$ cat src/rtl/snoop_regs_pkg.sv
package snoop_regs_pkg;

    localparam int WIN_BYTES = 256;
    localparam int ADDR_W    = $clog2(WIN_BYTES);
    localparam int DATA_W    = 32;

    localparam logic [ADDR_W-1:0] OFS_CTRL   = 8'h00;
    localparam logic [ADDR_W-1:0] OFS_CFG    = 8'h04;
    localparam logic [ADDR_W-1:0] OFS_PWR    = 8'h08;
    localparam logic [ADDR_W-1:0] OFS_INVAL  = 8'h0C;
    localparam logic [ADDR_W-1:0] OFS_FLT_LO = 8'h40;
    localparam logic [ADDR_W-1:0] OFS_FLT_HI = 8'h44;
    localparam logic [ADDR_W-1:0] OFS_ACC_S  = 8'h50;
    localparam logic [ADDR_W-1:0] OFS_ACC_NS = 8'h54;

    typedef enum logic [2:0] {
        KIND_NONE,
        KIND_CTRL,
        KIND_CFG,
        KIND_PWR,
        KIND_RAZ
    } reg_kind_t;

    // Lane mask for an access size given in bytes. Zero marks an illegal size.
    function automatic logic [DATA_W-1:0] size_mask(input logic [2:0] sz);
        case (sz)
            3'd1:    size_mask = 32'h0000_00FF;
            3'd2:    size_mask = 32'h0000_FFFF;
            3'd4:    size_mask = 32'hFFFF_FFFF;
            default: size_mask = '0;
        endcase
    endfunction

endpackage

$ cat src/rtl/snoop_addr_decode.sv
module snoop_addr_decode
    import snoop_regs_pkg::*;
(
    input  logic [ADDR_W-1:0] addr,
    output reg_kind_t         kind,
    output logic [1:0]        lane
);

    always_comb begin
        lane = addr[1:0];
        if (addr[ADDR_W-1:2] == OFS_PWR[ADDR_W-1:2]) begin
            kind = KIND_PWR;
        end else begin
            unique case (addr)
                OFS_CTRL:   kind = KIND_CTRL;
                OFS_CFG:    kind = KIND_CFG;
                OFS_INVAL,
                OFS_FLT_LO,
                OFS_FLT_HI,
                OFS_ACC_S,
                OFS_ACC_NS: kind = KIND_RAZ;
                default:    kind = KIND_NONE;
            endcase
        end
    end

endmodule

$ cat src/rtl/snoop_pwr_status.sv
module snoop_pwr_status
    import snoop_regs_pkg::*;
(
    input  logic              clk,
    input  logic              rst_n,
    input  logic              wr_hit,
    input  logic [1:0]        lane,
    input  logic [DATA_W-1:0] mask,
    input  logic [DATA_W-1:0] wdata,
    output logic [DATA_W-1:0] status
);

    logic [4:0]        shamt;
    logic [DATA_W-1:0] lane_mask;
    logic [DATA_W-1:0] lane_data;

    always_comb begin
        shamt     = {lane, 3'b000};
        lane_mask = mask << shamt;
        lane_data = (wdata & mask) << shamt;
    end

    // No reset: the power word survives reset by design.
    always_ff @(posedge clk) begin
        if (wr_hit) begin
            status <= (status & ~lane_mask) | lane_data;
        end
    end

    // bits outside the shifted lane mask are untouched by a write
    assert_lane_keep_R5: assert property (@(posedge clk) disable iff (!rst_n)
        wr_hit |=> ((status & ~$past(lane_mask)) == ($past(status) & ~$past(lane_mask))));

    // bits under the shifted lane mask take the shifted write data
    assert_lane_load_R5: assert property (@(posedge clk) disable iff (!rst_n)
        wr_hit |=> ((status & $past(lane_mask)) == $past(lane_data)));

    // without a write hit the word holds
    assert_pwr_hold_R6: assert property (@(posedge clk) disable iff (!rst_n)
        !wr_hit |=> $stable(status));

endmodule

$ cat src/rtl/snoop_ctl_regs.sv
module snoop_ctl_regs
    import snoop_regs_pkg::*;
#(
    parameter int NUM_CPU = 1
) (
    input  logic              clk,
    input  logic              rst_n,
    input  logic [7:0]        addr,
    input  logic              wr_en,
    input  logic [31:0]       wdata,
    input  logic [2:0]        size,
    input  logic              rd_en,
    output logic [31:0]       rdata
);

    localparam logic [DATA_W-1:0] CPU_MASK = (32'd1 << NUM_CPU) - 32'd1;
    localparam logic [DATA_W-1:0] CFG_WORD = (CPU_MASK << 4) | 32'(NUM_CPU - 1);

    reg_kind_t         kind;
    logic [1:0]        lane;
    logic [DATA_W-1:0] mask;
    logic              size_ok;
    logic              ctrl_q;
    logic [DATA_W-1:0] pwr_word;
    logic [DATA_W-1:0] rd_val;

    snoop_addr_decode u_decode (
        .addr (addr),
        .kind (kind),
        .lane (lane)
    );

    always_comb begin
        mask    = size_mask(size);
        size_ok = (mask != '0);
    end

    snoop_pwr_status u_pwr (
        .clk    (clk),
        .rst_n  (rst_n),
        .wr_hit (wr_en && size_ok && (kind == KIND_PWR)),
        .lane   (lane),
        .mask   (mask),
        .wdata  (wdata),
        .status (pwr_word)
    );

    always_ff @(posedge clk) begin
        if (!rst_n) begin
            ctrl_q <= 1'b0;
        end else if (wr_en && size_ok && (kind == KIND_CTRL)) begin
            ctrl_q <= wdata[0];
        end
    end

    always_comb begin
        unique case (kind)
            KIND_CTRL: rd_val = {31'd0, ctrl_q};
            KIND_CFG:  rd_val = CFG_WORD;
            KIND_PWR:  rd_val = pwr_word >> {lane, 3'b000};
            KIND_RAZ,
            KIND_NONE: rd_val = '0;
            default:   rd_val = '0;
        endcase
    end

    always_ff @(posedge clk) begin
        if (!rst_n) begin
            rdata <= '0;
        end else if (rd_en) begin
            rdata <= rd_val;
        end
    end

    // a valid control write lands only bit 0
    assert_ctrl_store_R2: assert property (@(posedge clk) disable iff (!rst_n)
        (wr_en && size_ok && addr == OFS_CTRL) |=> (ctrl_q == $past(wdata[0])));

    // control readback has bits 31:1 clear
    assert_ctrl_read_R2: assert property (@(posedge clk) disable iff (!rst_n)
        ($past(rst_n) && $past(rd_en) && $past(addr) == OFS_CTRL) |-> (rdata[31:1] == '0));

    // configuration word follows the CPU count
    assert_cfg_read_R3: assert property (@(posedge clk) disable iff (!rst_n)
        ($past(rst_n) && $past(rd_en) && $past(addr) == OFS_CFG) |-> (rdata == CFG_WORD));

    // read-as-zero slots and undecoded offsets
    assert_raz_read_R7: assert property (@(posedge clk) disable iff (!rst_n)
        ($past(rst_n) && $past(rd_en) && ($past(kind) == KIND_RAZ || $past(kind) == KIND_NONE))
            |-> (rdata == '0));

    // an illegal size leaves the control bit alone
    assert_bad_size_R6: assert property (@(posedge clk) disable iff (!rst_n)
        (wr_en && !size_ok) |=> $stable(ctrl_q));

    // read data holds without a read
    assert_rdata_hold_R9: assert property (@(posedge clk) disable iff (!rst_n)
        ($past(rst_n) && !$past(rd_en)) |-> $stable(rdata));

endmodule

$ cat config.mk
export PLATFORM = sky130hd
export DESIGN_NAME = snoop_ctl_regs
export DESIGN_NICKNAME = d
export VERILOG_FILES = /design/src/rtl/snoop_regs_pkg.sv /design/src/rtl/snoop_addr_decode.sv /design/src/rtl/snoop_pwr_status.sv /design/src/rtl/snoop_ctl_regs.sv
export SDC_FILE = /design/constraint.sdc
export NUM_CORES = 1
export LEC_CHECK = 0
export BUFFER_PORTS_ARGS = -buffer_cell sky130_fd_sc_hd__buf_2
export CORE_MARGIN = 4
export CORE_UTILIZATION = 34
export CTS_CLUSTER_DIAMETER = 100
export DETAILED_ROUTE_END_ITERATION = 6
export RECOVER_POWER = 50
export SLEW_MARGIN = 20
export SYNTH_ARGS = -nofsm -noshare
export SYNTH_HDL_FRONTEND = slang
export SYNTH_SLANG_ARGS = --single-unit
$ cat constraint.sdc
create_clock -name clk -period 5.2 [get_ports clk]
set_input_delay 0.26 -clock clk [delete_from_list [all_inputs] [get_ports clk]]
set_output_delay 0.26 -clock clk [all_outputs]
set_load 0.005 [all_outputs]
==> flow_summary.json <==
{
  "status": "finished, violations left",
  "violations": "capacitance limit, slew limit",
  "port_buffers": 78,
  "endpoint_kind": "flop",
  "diodes": 0,
  "powerDensity_nw_per_um2": 244.2,
  "cts_max_level": 3,
  "worstSetupStartpointType": "input pin",
  "antenna_found_initial": 0,
  "syn_nets": 393,
  "place_hpwl_mm": 7.129,
  "grt.overflow.total": 0,
  "clkSinkCount": 65,
  "clk_pin_slew_ns": 0.06,
  "clock_latency_ns": 0.33,
  "critPathMaxFanout": 32,
  "core-area_um2": 10420,
  "cts_hold_buf": 0,
  "p_switching_uw": 250.8,
  "fillCellCount": 1040,
  "ir_drop_v": 0.0001039,
  "post_drt_wl_per_cell_um": 17.02,
  "die_area_um2": 12480,
  "ff_latch_area_um2": 1622,
  "cts_buffers": 9,
  "hold_slack_ns": 0.1780,
  "synth_seq_cells": 65,
  "cts_buffer_depth": 2,
  "setup_tns_ns": 0,
  "start_util_pct": 35.10,
  "post-place-ws_ns": 2.671,
  "cts_tree": "yes",
  "rsz0062_at_grt": "no",
  "clock_skew_ns": 0.009309,
  "power_frac_seq_pct": 52.4,
  "fin_nets": 457,
  "ys_warn_count": 0,
  "cts_root_buf": "clkbuf_8",
  "area_growth_pct": 15.13,
  "die_w_um": 111.7,
  "grt_max_degree": 60,
  "avgSynthCellArea_um2": 10.57,
  "multiInputGateArea_um2": 1857,
  "routed_wl_mm": 9.362,
  "first_pass_iters": 4,
  "p_sw_share_pct": 24.40,
  "grt_pass1_vias": 2858,
  "hold_class": "in2reg",
  "drc": 0,
  "viasPerCell": 5.400,
  "netlist_instances": 346,
  "vias": 2970,
  "critPathArrivalTime_ns": 2.60,
  "setup_violations": 0,
  "fin_ws_ns": 2.531,
  "die_y_um": 111.7,
  "layout-drive-gt1-share_pct": 24.88,
  "synth.distinct_cells": 45,
  "place_area_um2": 4095,
  "gp_congestion": 0.8356,
  "crit_type": "in2reg",
  "post-cts-setup-buffers": 0,
  "grt_pass1_wl_mm": 15.41,
  "fp-row-count": 37,
  "ys_seq_area_share_pct": 44.35,
  "power_leakage_nw": 1.608,
  "fin_area_um2": 4209,
  "drt_iter0_markers": 249,
  "worst_slew_pin_slew_ns": 1.778,
  "combPwrFrac_pct": 12.6,
  "grtUsageTotal_pct": 15.19,
  "design.portCount": 79,
  "min_period_over_period_pct": 51.33,
  "max_cap_viol_count": 1,
  "final_max_slew_viol_count": 33,
  "p_clk_share_pct": 35.0,
  "hold_violations": 0,
  "fmax_mhz": 374.7,
  "antenna_left": 0,
  "worstPathRequired_ns": 5.13,
  "post_cts_resized": 0,
  "syn_area_um2": 3656,
  "post-route-min-period_ns": 2.669,
  "intPower_uw": 777.2,
  "max_slew_margin_pct": -18.54
}
-- through the flow --
stage	std cells	total power, mW	utilization [%]
after floorplan	346	0.6402	-
after global placement	535	0.6778	39.32
after detailed placement	535	0.6803	39.32
after CTS	550	1.038	40.83
after global routing	550	1.070	40.41
final	550	1.028	40.41
-- layout by cell type (no fill, tap or decap), drive strengths merged, types with 2 or more instances in the layout --
cell type / n
a221o: 16
a22o: 8
a22oi: 24
a32oi: 7
buf: 63
clkbuf: 32
clkinv: 2
dfxtp: 33
edfxtp: 32
inv: 3
mux2: 16
mux2i: 42
nand2: 31
nand2b: 3
nand3: 4
nor2: 19
nor2b: 25
nor3: 5
nor4: 3
o21ai: 19
o2bb2ai: 8
or2: 3
xnor2: 2
-- path summary, 6_finish.rpt --
path | start | to | cells after the start | slack [ns]
max | addr[7] | u_pwr.status[27] | 5 | 2.53
min | rd_en | rdata[0] | 2 | 0.18
max reg2reg | u_pwr.status[25] | rdata[1] | 4 | 3.89
min reg2reg | rdata[17] | rdata[17] | 2 | 0.45
-- Yosys cell counts --
library cell  instances  area, um2
o22ai_1               1      6.260
clkinv_1              1      3.750
a41oi_1               1      8.760
nor4_4                1      21.27
nand4_1               1      6.260
dfxtp_1              33      660.6
a32oi_1               7      61.31
xnor2_1               2      17.52
nand2_1              31      116.4
buf_1                 2      7.510
nor3_1                4      20.02
o21ai_2               8      70.07
a2111oi_0             1      8.760
a211oi_1              1      7.510
a22o_1                8      70.07
clkbuf_8              1      13.76
o21ai_0              11      55.05
a21oi_1               1      5.000
or4_4                 1      11.26
nand2b_1              3      18.77
nand3_1               3      15.01
nor4bb_1              1      10.01
buf_2                10      50.05
o2bb2ai_1             8      70.07
mux2_2               16      180.2
nor2b_1              25      156.4
nor2_1               19      71.32
a221o_1              16      160.2
edfxtp_1             32      960.9
nor3_4                1      16.27
mux2i_1              42      420.4
or2_2                 3      18.77
and2_1                1      6.260
buf_6                 2      22.52
and3_1                1      6.260
nor4_1                2      12.51
or2b_1                1      7.510
nand3b_1              1      7.510
clkbuf_1             12      45.04
nand3_4               1      17.52
and3b_1               1      8.760
a31oi_1               1      6.260
clkbuf_2              1      5.000
inv_1                 3      11.26
a22oi_1              24      180.2
-- sequential cells by signal, summed over array words and instances, names as in the netlist --
register / count
rdata: 32
ctrl_q: 1
u_pwr.status: 32
-- final cells by class --
cell class                 instances  share of cell area [%]
inverter                           4                  0.3567
clock inverter                     1                  0.1189
multi-input combinational        249                   44.11
clock buffer                      14                   3.627
timing repair buffer              81                   9.215
tap                              136                   4.043
sequential                        65                   38.53
-- power groups by stage --
stage	combinational, mW	clock, mW	sequential, mW
after floorplan	0.0906	0	0.550
after global placement	0.128	0	0.550
after detailed placement	0.131	0	0.550
after CTS	0.131	0.368	0.538
after global routing	0.144	0.388	0.538
final	0.130	0.360	0.539
-- metal layers --
layer  GRT usage, %  wire, um  vias up
met5              0         0        -
met4          5.109        91        0
met3          3.152       684        9
met2          21.38      3903      123
met1          22.98      4682     1389
li1               -         -     1449
-- critical path, cell delays in order --
cell and delay (ns):
buf_2 0.10, or4_1 0.61, nor2_1 0.17, and3_1 0.16
clkbuf_1 1.27
-- logic make-up after synthesis --
logic type	share of synthesized area, %
simple gates	14.99
xor+xnor	0.4792
flops	44.35
mux	16.43
buf+inv	4.346
compound gates	19.40
No activity file was read; power rests on OpenSTA's default activity.
